File: config.mk
export PLATFORM = sky130hd
export DESIGN_NAME = sd_dpath
export DESIGN_NICKNAME = d
export VERILOG_FILES = /design/src/rtl/sd_dp_pkg.sv /design/src/rtl/sd_dp_crc16.sv /design/src/rtl/sd_dp_tmo.sv /design/src/rtl/sd_dpath.sv
export SDC_FILE = /design/constraint.sdc
export NUM_CORES = 1
export LEC_CHECK = 0
export BUFFER_PORTS_ARGS = -buffer_cell sky130_fd_sc_hd__buf_2
export CORE_MARGIN = 2
export CORE_UTILIZATION = 40
export DETAILED_ROUTE_END_ITERATION = 6
export PLACE_DENSITY = 0.56
export SYNTH_ARGS = -nofsm -noshare
export SYNTH_HDL_FRONTEND = slang
export SYNTH_SLANG_ARGS = --single-unit
File: constraint.sdc
create_clock -name clk -period 3.38 [get_ports clk]
set_input_delay 0.338 -clock clk [delete_from_list [all_inputs] [get_ports clk]]
set_output_delay 0.338 -clock clk [all_outputs]
set_load 0.02 [all_outputs]
File: src/rtl/sd_dp_pkg.sv
package sd_dp_pkg;
    typedef enum logic [2:0] {
        S_IDLE, S_WAIT_R, S_RECV, S_WAIT_S, S_SEND, S_BUSY, S_RDWAIT
    } dp_state_e;

    // sub-step inside RECV / SEND / BUSY
    typedef enum logic [1:0] {PH_A, PH_B, PH_C, PH_D} phase_e;

    localparam logic [15:0] CRC_POLY = 16'h1021;
endpackage

File: src/rtl/sd_dp_crc16.sv
module sd_dp_crc16 #(
    parameter int          W    = 16,
    parameter logic [W-1:0] POLY = 16'h1021
) (
    input  logic         clk,
    input  logic         rst_n,
    input  logic         clr,
    input  logic         shift,
    input  logic         din,
    output logic [W-1:0] crc
);
    logic [W-1:0] crc_d, crc_q;
    logic         fb;

    always_comb begin
        fb    = crc_q[W-1] ^ din;
        crc_d = crc_q;
        if (clr)        crc_d = '0;
        else if (shift) crc_d = {crc_q[W-2:0], 1'b0} ^ (fb ? POLY : '0);
    end

    always_ff @(posedge clk or negedge rst_n) begin
        if (!rst_n) crc_q <= '0;
        else        crc_q <= crc_d;
    end

    assign crc = crc_q;

    // feeding the register its own MSB empties it one bit per clock (serial output)
    p_shout_r8: assert property (@(posedge clk) disable iff (!rst_n)
        (shift && !clr && (din == crc_q[W-1])) |=> (crc_q == ($past(crc_q) << 1)));
endmodule

File: src/rtl/sd_dp_tmo.sv
module sd_dp_tmo #(
    parameter int TO_W = 16
) (
    input  logic            clk,
    input  logic            rst_n,
    input  logic            load,
    input  logic [TO_W-1:0] load_val,
    input  logic            run,
    output logic            expired
);
    localparam logic [TO_W-1:0] ONE = 1;
    logic [TO_W-1:0] cnt_d, cnt_q;

    always_comb begin
        cnt_d = cnt_q;
        if (load)                      cnt_d = load_val;
        else if (run && cnt_q != '0)   cnt_d = cnt_q - ONE;
    end

    always_ff @(posedge clk or negedge rst_n) begin
        if (!rst_n) cnt_q <= '0;
        else        cnt_q <= cnt_d;
    end

    assign expired = (cnt_q == '0);

    // while running and not reloaded, the count drops by exactly one per clock
    p_tmo_step_r4: assert property (@(posedge clk) disable iff (!rst_n)
        (!load && run && cnt_q != '0) |=> (cnt_q == $past(cnt_q) - ONE));
endmodule

File: src/rtl/sd_dpath.sv
module sd_dpath
    import sd_dp_pkg::*;
#(
    parameter int BLK_W = 10,
    parameter int LEN_W = 16,
    parameter int TO_W  = 16
) (
    input  logic             clk,
    input  logic             rst_n,
    input  logic             cfg_wr,
    input  logic             cfg_en,
    input  logic             cfg_dir,
    input  logic             cfg_stream,
    input  logic [BLK_W-1:0] cfg_blklen,
    input  logic [LEN_W-1:0] cfg_len,
    input  logic [TO_W-1:0]  cfg_timeout,
    input  logic             rw_req,
    input  logic             sdio_mode,
    output logic [7:0]       rx_wdata,
    output logic             rx_wr,
    input  logic             rx_full,
    input  logic [7:0]       tx_rdata,
    output logic             tx_rd,
    input  logic             tx_empty,
    input  logic             dat_in,
    output logic             dat_out,
    output logic             dat_oe,
    output logic             st_timeout,
    output logic             st_crcfail,
    output logic             st_fifoerr,
    output logic             st_dataend
);
    localparam int              CRC_W  = 16;
    localparam int              CCNT_W = $clog2(CRC_W) + 1;
    localparam logic [LEN_W-1:0]  L_ONE  = 1;
    localparam logic [BLK_W-1:0]  B_ONE  = 1;
    localparam logic [CCNT_W-1:0] C_ONE  = 1;
    localparam logic [CCNT_W-1:0] C_CRC  = CCNT_W'(CRC_W - 1);
    localparam logic [CCNT_W-1:0] C_TOK  = 2;

    typedef struct packed {
        dp_state_e         st;
        phase_e            ph;
        logic              en;
        logic              strm;
        logic [BLK_W-1:0]  blen;
        logic [TO_W-1:0]   tov;
        logic [LEN_W-1:0]  dcnt;
        logic [BLK_W-1:0]  bcnt;
        logic [2:0]        bitc;
        logic [CCNT_W-1:0] ccnt;
        logic [7:0]        sh;
        logic [1:0]        tok;
        logic              rxw;
        logic [7:0]        rxd;
        logic              f_to, f_crc, f_fifo, f_end;
    } regs_t;

    regs_t d, q;
    logic [CRC_W-1:0] crc;
    logic crc_clr, crc_shift, crc_din, tmo_ld, tmo_exp;
    logic last_bit;
    logic [7:0] rx_byte;

    sd_dp_crc16 #(.W(CRC_W), .POLY(CRC_POLY)) u_crc (
        .clk(clk), .rst_n(rst_n), .clr(crc_clr), .shift(crc_shift),
        .din(crc_din), .crc(crc)
    );

    sd_dp_tmo #(.TO_W(TO_W)) u_tmo (
        .clk(clk), .rst_n(rst_n), .load(tmo_ld), .load_val(d.tov),
        .run(q.st == S_WAIT_R || q.st == S_BUSY), .expired(tmo_exp)
    );

    always_comb begin
        d         = q;
        d.rxw     = 1'b0;
        tx_rd     = 1'b0;
        crc_clr   = 1'b0;
        crc_shift = 1'b0;
        crc_din   = dat_in;
        last_bit  = q.strm && (q.dcnt == L_ONE);
        rx_byte   = {q.sh[6:0], dat_in};
        case (q.st)
            S_IDLE:   if (q.en && rw_req && sdio_mode) d.st = S_RDWAIT;
            S_RDWAIT: if (!rw_req) d.st = S_IDLE;
            S_WAIT_R: begin
                if (q.dcnt == '0) begin
                    d.st = S_IDLE; d.f_end = 1'b1;
                end else if (!dat_in) begin
                    d.st = S_RECV; d.ph = PH_A; d.bcnt = q.blen; d.bitc = '0; crc_clr = 1'b1;
                end else if (tmo_exp) begin
                    d.st = S_IDLE; d.f_to = 1'b1;
                end
            end
            S_RECV: begin
                case (q.ph)
                    PH_A: begin
                        crc_shift = 1'b1;
                        d.sh      = rx_byte;
                        d.dcnt    = q.dcnt - L_ONE;
                        d.bitc    = q.bitc + 3'd1;
                        if (q.bitc == 3'd7 || last_bit) begin
                            if (rx_full) begin
                                d.st = S_IDLE; d.f_fifo = 1'b1;
                            end else begin
                                d.rxw  = 1'b1;
                                d.rxd  = rx_byte << (3'd7 - q.bitc);
                                d.bitc = '0;
                                d.bcnt = q.bcnt - B_ONE;
                                if (last_bit) d.st = S_WAIT_R;
                                else if (!q.strm && q.bcnt == B_ONE) begin
                                    d.ph = PH_B; d.ccnt = '0;
                                end
                            end
                        end
                    end
                    PH_B: begin
                        crc_shift = 1'b1;
                        d.ccnt    = q.ccnt + C_ONE;
                        if (q.ccnt == C_CRC) d.ph = PH_C;
                    end
                    default: begin
                        if (crc == '0) d.st = S_WAIT_R;
                        else begin d.st = S_IDLE; d.f_crc = 1'b1; end
                    end
                endcase
            end
            S_WAIT_S: begin
                if (q.dcnt == '0) begin
                    d.st = S_IDLE; d.f_end = 1'b1;
                end else if (!tx_empty) begin
                    d.st = S_SEND; d.ph = PH_A; d.bcnt = q.blen; d.bitc = '0; crc_clr = 1'b1;
                end
            end
            S_SEND: begin
                case (q.ph)
                    PH_A: begin
                        if (tx_empty) begin
                            d.st = S_IDLE; d.f_fifo = 1'b1;
                        end else begin
                            tx_rd = 1'b1; d.sh = tx_rdata; d.ph = PH_B;
                        end
                    end
                    PH_B: begin
                        crc_shift = 1'b1;
                        crc_din   = q.sh[7];
                        d.sh      = q.sh << 1;
                        d.dcnt    = q.dcnt - L_ONE;
                        d.bitc    = q.bitc + 3'd1;
                        if (last_bit) d.st = S_WAIT_S;
                        else if (q.bitc == 3'd7) begin
                            d.bcnt = q.bcnt - B_ONE;
                            if (!q.strm && q.bcnt == B_ONE) begin
                                d.ph = PH_C; d.ccnt = '0;
                            end else if (tx_empty) begin
                                d.st = S_IDLE; d.f_fifo = 1'b1;
                            end else begin
                                tx_rd = 1'b1; d.sh = tx_rdata;
                            end
                        end
                    end
                    PH_C: begin
                        crc_shift = 1'b1;
                        crc_din   = crc[CRC_W-1];
                        d.ccnt    = q.ccnt + C_ONE;
                        if (q.ccnt == C_CRC) d.ph = PH_D;
                    end
                    default: begin
                        d.st = S_BUSY; d.ph = PH_A;
                    end
                endcase
            end
            S_BUSY: begin
                case (q.ph)
                    PH_A: begin
                        if (!dat_in) begin
                            d.ph = PH_B; d.ccnt = '0;
                        end else if (tmo_exp) begin
                            d.st = S_IDLE; d.f_to = 1'b1;
                        end
                    end
                    PH_B: begin
                        d.tok  = {q.tok[0], dat_in};
                        d.ccnt = q.ccnt + C_ONE;
                        if (q.ccnt == C_TOK) begin
                            if ({q.tok, dat_in} != 3'b010) begin
                                d.st = S_IDLE; d.f_crc = 1'b1;
                            end else d.ph = PH_C;
                        end
                    end
                    PH_C: d.ph = PH_D;
                    default: begin
                        if (dat_in) d.st = S_WAIT_S;
                        else if (tmo_exp) begin
                            d.st = S_IDLE; d.f_to = 1'b1;
                        end
                    end
                endcase
            end
            default: d.st = S_IDLE;
        endcase

        if (cfg_wr) begin
            d.rxw = 1'b0;
            tx_rd = 1'b0;
            d.en  = cfg_en;
            if (cfg_en) begin
                d.st   = cfg_dir ? S_WAIT_R : S_WAIT_S;
                d.strm = cfg_stream;
                d.blen = cfg_blklen;
                d.tov  = cfg_timeout;
                d.dcnt = cfg_len;
                {d.f_to, d.f_crc, d.f_fifo, d.f_end} = '0;
            end else begin
                d.st = S_IDLE;
            end
        end
        tmo_ld = (d.st == S_WAIT_R || d.st == S_BUSY) && (d.st != q.st);
    end

    always_ff @(posedge clk or negedge rst_n) begin
        if (!rst_n) begin
            q    <= '0;
            q.st <= S_IDLE;
            q.ph <= PH_A;
        end else begin
            q <= d;
        end
    end

    always_comb begin
        dat_oe  = (q.st == S_SEND) || (q.st == S_RDWAIT);
        dat_out = 1'b1;
        if (q.st == S_RDWAIT) dat_out = 1'b0;
        else if (q.st == S_SEND) begin
            case (q.ph)
                PH_A:    dat_out = 1'b0;
                PH_B:    dat_out = q.sh[7];
                PH_C:    dat_out = crc[CRC_W-1];
                default: dat_out = 1'b1;
            endcase
        end
    end

    assign rx_wr      = q.rxw;
    assign rx_wdata   = q.rxd;
    assign st_timeout = q.f_to;
    assign st_crcfail = q.f_crc;
    assign st_fifoerr = q.f_fifo;
    assign st_dataend = q.f_end;

    // no byte reaches the receive FIFO if it was full when the byte completed
    p_no_overflow_r7: assert property (@(posedge clk) disable iff (!rst_n)
        rx_wr |-> !$past(rx_full));
    // the transmit FIFO is never popped while empty
    p_no_underflow_r10: assert property (@(posedge clk) disable iff (!rst_n)
        tx_rd |-> !tx_empty);
    // a timeout only arises from one of the two waiting states
    p_tmo_src_r4: assert property (@(posedge clk) disable iff (!rst_n)
        $rose(st_timeout) |-> ($past(q.st) == S_WAIT_R || $past(q.st) == S_BUSY));
    // data end is only flagged with the count exhausted
    p_dataend_r11: assert property (@(posedge clk) disable iff (!rst_n)
        $rose(st_dataend) |-> ($past(q.dcnt) == '0));
    // shutdown releases the line and stops FIFO traffic on the next clock
    p_shutdown_r13: assert property (@(posedge clk) disable iff (!rst_n)
        (cfg_wr && !cfg_en) |=> (!dat_oe && !rx_wr && !tx_rd));
    // the read-wait drive is only held while the request was present
    p_rdwait_r12: assert property (@(posedge clk) disable iff (!rst_n)
        (q.st == S_RDWAIT) |-> $past(rw_req && sdio_mode || q.st == S_RDWAIT));
endmodule

======== Yosys cells after proc, flatten, opt, wreduce, memory -nomap -nowiden ========
Index checks and enable logic that the tools add are counted.
cells by class
  equality and inequality tests ........... 45
  add/sub/neg operators ................... 6
  reductions and logical operators ........ 34
  multiplexer cells ....................... 126
  bitwise logic cells ..................... 3
  shifts and indexed selects .............. 1
operator list
  operator               number
  $mux 13                7
  $mux 16                4
  $mux 32                2
  $mux 29                2
  $pmux 13 s4            1
  $logic_not 16->1       3
  $mux 3                 15
  $ne 3x3->1 const B     14
  $mux 18                2
  $mux 9                 4
  $mux 5                 7
  $mux 1                 34
  $mux 8                 4
  $pmux 16 s2            1
  $pmux 8 s2             2
  $sub 16x1->16 const B  2
  $mux 2                 15
  $pmux 5 s2             3
  $pmux 3 s7             1
  $mux 10                2
  $reduce_and 20->1      1
  $ne 2x2->1 const B     9
  $pmux 1 s2             9
  $pmux 3 s3             2
  other kinds (45)       69
storage, ports and cells
  word-level logic and storage cells ...... 235
  output and inout port bits .............. 16
  flip-flop bits (word level) ............. 122

======== Logic depth before layout (Yosys ltp) ========
  depth in word-level cells ............... 13
  gate-level depth with buffers ........... 11

======== Modules after synthesis ========
A second synthesis with hierarchy kept.
unflattened totals
  cells, all modules ...................... 817
  area, all modules ....................... 7,219.4 um^2
by module, submodules not included
  module       instances  area each (um^2)  cells an instance  seq. area each (um^2)
  sd_dpath     1          5,476.5           635                2,252.2
  sd_dp_tmo    1          1,054.8           124                400.4
  sd_dp_crc16  1          688.2             58                 400.4

======== Worst setup path after synthesis ========
OpenSTA, ideal clock, no wires.
  kind .................................... register -> register
  start ................................... register q[85] (netlist bit)
  end ..................................... register u_tmo.cnt_q[10]
  slack ................................... 770 ps
  path buffers ............................ 2
  arrival time ............................ 2,485 ps
  cell stages (with the launch flop) ...... 11
  clock period less this slack ............ 2,610 ps
  path through ............................ dfrtp_1 > inv_1 > ha_1 > clkbuf_1 > and4bb_2 > o2111ai_2 > o31ai_1 > o31a_1 > a311oi_4 > buf_8 > mux2_4
RTL lines
  what                  RTL line         source
  from (decl)           sd_dpath.sv:59   regs_t d, q;
  to (signal assigned)  sd_dp_tmo.sv:22  else cnt_q <= cnt_d;
  to (decl)             sd_dp_tmo.sv:12  logic [TO_W-1:0] cnt_d, cnt_q;

======== Worst setup path in the final report ========
  start ................................... register q[32] (netlist bit)
  end ..................................... output port tx_rd
on the way
  longest elaborated chain between the ends .. 8
ends and longest elaborated chain
  what               RTL line         source
  $eq 10x1->1        sd_dpath.sv:154  if (!q.strm && q.bcnt == B_ONE) begin
  $logic_and 1x1->1  sd_dpath.sv:154
  $mux 1             sd_dpath.sv:154
  $mux 1             sd_dpath.sv:152  else if (q.bitc == 3'd7) begin
  $mux 1             sd_dpath.sv:151  if (last_bit) d.st = S_WAIT_S;
  $pmux 1 s2         sd_dpath.sv:137  case (q.ph)
  $mux 1             sd_dpath.sv:84   case (q.st)
  $mux 1             sd_dpath.sv:204  if (cfg_wr) begin
  to (decl)          sd_dpath.sv:23   output logic tx_rd,
Every way passes these cells.

==> reports/results.tsv <==
stage	metric	value	unit
clocking	count of cells resized by post-cts repair	0	
global_routing	grt total ovfl	0	
placement	Cell Area, Placed	0.00765	mm^2
floorplan	Die Ht	136	um
placement	pre-CTS setup slack	116	ps
synth	Post-synth EDFFs	0	
final_layout	ant diodes	0	
synth	synth top area cells	dfrtp_1, mux2_2, nand2_1, a22o_1, o21ai_0	
synth	ys flop type	dfrtp_1	
synth	count of cell types in the netlist	71	
global_routing	Most Crowded Layer GR	met2	
synth	Synth Net Count	764	
routing	remaining antenna violation count	0	
routing	Post-route DRC	0	
worst_setup_path	reg2reg path depth	10	
synth	post-synthesis sequential area ratio	43.9	%
global_routing	GR Util All Layers	19.1	%
worst_setup_path	max incr delay on CP	630	ps
sta	Final period util	93.2	%
routing	Via density	5.49	
final_layout	fin nets	848	
routing	WL final	16800	um
hold_path	Hold Path Class	in2async	
sta	RSZ-0062 raised after global routing	false	
synth	cell area after synthesis	0.00695	mm^2
sta	Final Hold Viols	21	
final_layout	commonest non-fill, non-tap cell in the layout	dfrtp_1	
worst_setup_path	CP endpoint kind	output pin	
floorplan	row count	48	
routing	routed len/inst	16.7	um
sta	Rel. slew slack	36.1	%
final_layout	most frequent cells in the layout	dfrtp_1, buf_2, nand2_1	
global_routing	met3 Usage GRT	3.74	%
clocking	TritonCTS buffer count	17	
synth	Synth Warn #	0	
final_layout	multi-input logic area	0.00360	mm^2
placement	Detailed Place HPWL	12000	um
outcome	status	complete, but fails checks	
routing	number of DRC markers in iteration 0	346	
sta	Hold WS	-74.4	ps
worst_setup_path	required time of the critical path	3040	ps
sta	clock skew	8.78	ps
clocking	clock root cell	clkbuf_16	
sta	setup TNS	0	ps
global_routing	met1 usage	25.1	%
global_routing	antenna violations before repair	0	
synth	Post-Synthesis Cells	687	
floorplan	Die Span X	136	um
global_routing	largest net degree at the start of global routing	123	
synth	share of the synthesized area in the top cell type	43.9	%
synth	Mapped Avg Cell Area	10.1	um^2
sta	maximum clock frequency	318	MHz
sta	final setup margin	231	ps
clocking	Sink Count	122	
clocking	H-tree depth	4	
worst_setup_path	Critical Path Fanout Max	3	
placement	Placer Congestion	0.932	
synth	Yosys reg bits	122	
global_routing	first-pass GRT wire length	27700	um
floorplan	Placeable Area	0.0171	mm^2
worst_setup_path	Critical-path top delay cell	or4b_2	
floorplan	I/O Pins	77	
routing	DR vias	5532	
synth	leading area contributor after synthesis	dfrtp_1	
final_layout	design area	0.00826	mm^2
final_layout	Area Growth Syn to Fin	18.9	%
placement	IO Port Bufs	76	
clocking	Clock Pin Slew Worst Setup and Hold Paths	60	ps
outcome	failing checks	negative hold slack	
floorplan	Die ar.	0.0184	mm^2
final_layout	share of layout cells above drive strength 1	27.7	%
power_and_ir_drop	Leak	3.66	nW
power_and_ir_drop	pwr/cell area	739	mW/mm^2
synth	Async SR Flop Fraction	100	%
global_routing	met2 usage	31.3	%
routing	TritonRoute pass-1 iters	5	
global_routing	vias in the first global route	5576	
sta	fin crit period	3150	ps
job	Max-Cap Viols	0	
floorplan	Initial Utilization	40.6	%
sta	worst-margin pin slew	951	ps
sta	final setup fails	0	
final_layout	fin util	48.2	%
final_layout	storage element area	0.00305	mm^2
clocking	CTS tree	built	
worst_setup_path	Arr. time, crit path	2810	ps
sta	max-slew violation count	0	
clocking	Clock Latency Late Sink	420	ps
power_and_ir_drop	Worst IR Drop VDD	0.424	mV
worst_setup_path	crit start category	flop	
worst_setup_path	Setup CP Type	reg2out	
final_layout	fill cell count	1669	
clocking	CTS Buffer Depth	2	
worst_setup_path	CP cell instances	inv_1, ha_1, or4b_2, or4_1, and3_2, a21oi_1, nor4_1, buf_2	
-- final cells by class --
type                       instances  share of cell area (%)
multi-input combinational        501                    43.7
sequential                       122                    37.0
timing repair buffer             110                    8.03
clock buffer                      18                    5.32
tap                              225                    3.41
clock inverter                    13                    1.76
inverter                          19                   0.864
-- critical path, delay by kind of cell, from the launching register on --
family,cells,cell delay (ps)
buffers and inverters,2,270
and+or+nand+nor,4,1430
DFF,1,370
AOI/OAI and AO/OA,1,170
adders and majority gates,1,140
-- synthesized netlist by cell type, types with 3 or more instances --
library cell,n
a21oi_1,42
a22o_1,28
a22oi_1,3
a31oi_1,3
a32oi_1,4
and2_1,4
buf_1,8
buf_2,4
buf_4,9
clkbuf_1,23
dfrtp_1,122
ha_1,16
inv_1,19
mux2_2,38
mux2_4,10
mux2i_1,11
mux4_2,4
nand2_1,73
nand2b_1,6
nand3_1,7
nand3b_1,5
nand4_1,8
nor2_1,49
nor2b_1,7
nor3_1,16
nor3b_1,5
nor4_1,16
nor4_4,5
o21ai_0,48
o21bai_1,3
o31ai_1,4
o41ai_1,3
or3_1,3
or4_1,4
xnor2_1,13
xor2_1,18
-- registers in the layout, summed over array words and instances (netlist names) --
name,flops
st_dataend,1
rx_wr,1
q,77
u_crc.crc,16
u_tmo.cnt_q,16
st_timeout,1
st_fifoerr,1
st_crcfail,1
rx_wdata,8
-- routing by layer --
layer  up-vias  wire [um]
met3        26        814
met5         -          0
met2       146       7930
met1      2699       7770
met4         0        316
li1       2661          -
-- cells by family (layout without fill, tap and decap cells) --
group,after synthesis,count (layout),share of synthesized area [%]
adders and majority gates,16,16,2.88
DFF,122,122,43.9
AOI/OAI and AO/OA,164,164,15.8
and+or+nand+nor,227,227,18.1
xor gates and xnor gates,31,31,3.91
muxes,63,63,11.2
buffers and inverters,64,160,4.18
-- timing repair --
item / CTS / global route
hold endpoints to repair: 0 / 0
buffers inserted: 0 / 1
hold buffers: 0 / 0
setup endpoints to repair: 0 / 6
-- power breakdown --
part	leakage (nW)	switching, mW	total [mW]	internal [mW]
combinational	1.86	1.06	2.04	0.973
clock	0.279	0.698	1.80	1.10
sequential	1.52	0.409	2.27	1.86
-- path summary, 6_finish.rpt --
kind	startpoint	to	slack (ps)
worst max-delay path	q[32]	tx_rd	230
worst min-delay path	rst_n	q[45]	-70
worst max register to register	q[86]	q[56]	400
worst min register to register	rx_wdata[1]	rx_wdata[1]	470
max in group asynchronous	rst_n	q[27]	2810
min in group clk	cfg_blklen[6]	q[79]	150
-- through the flow --
stage / power [mW] / std cells
floorplan: 3.70 / 687
global placement: 4.24 / 976
detailed placement: 4.31 / 976
CTS: 6.15 / 1007
global route: 6.51 / 1008
finish: 6.11 / 1008
Note: power is estimated with default switching activity, not from simulation.
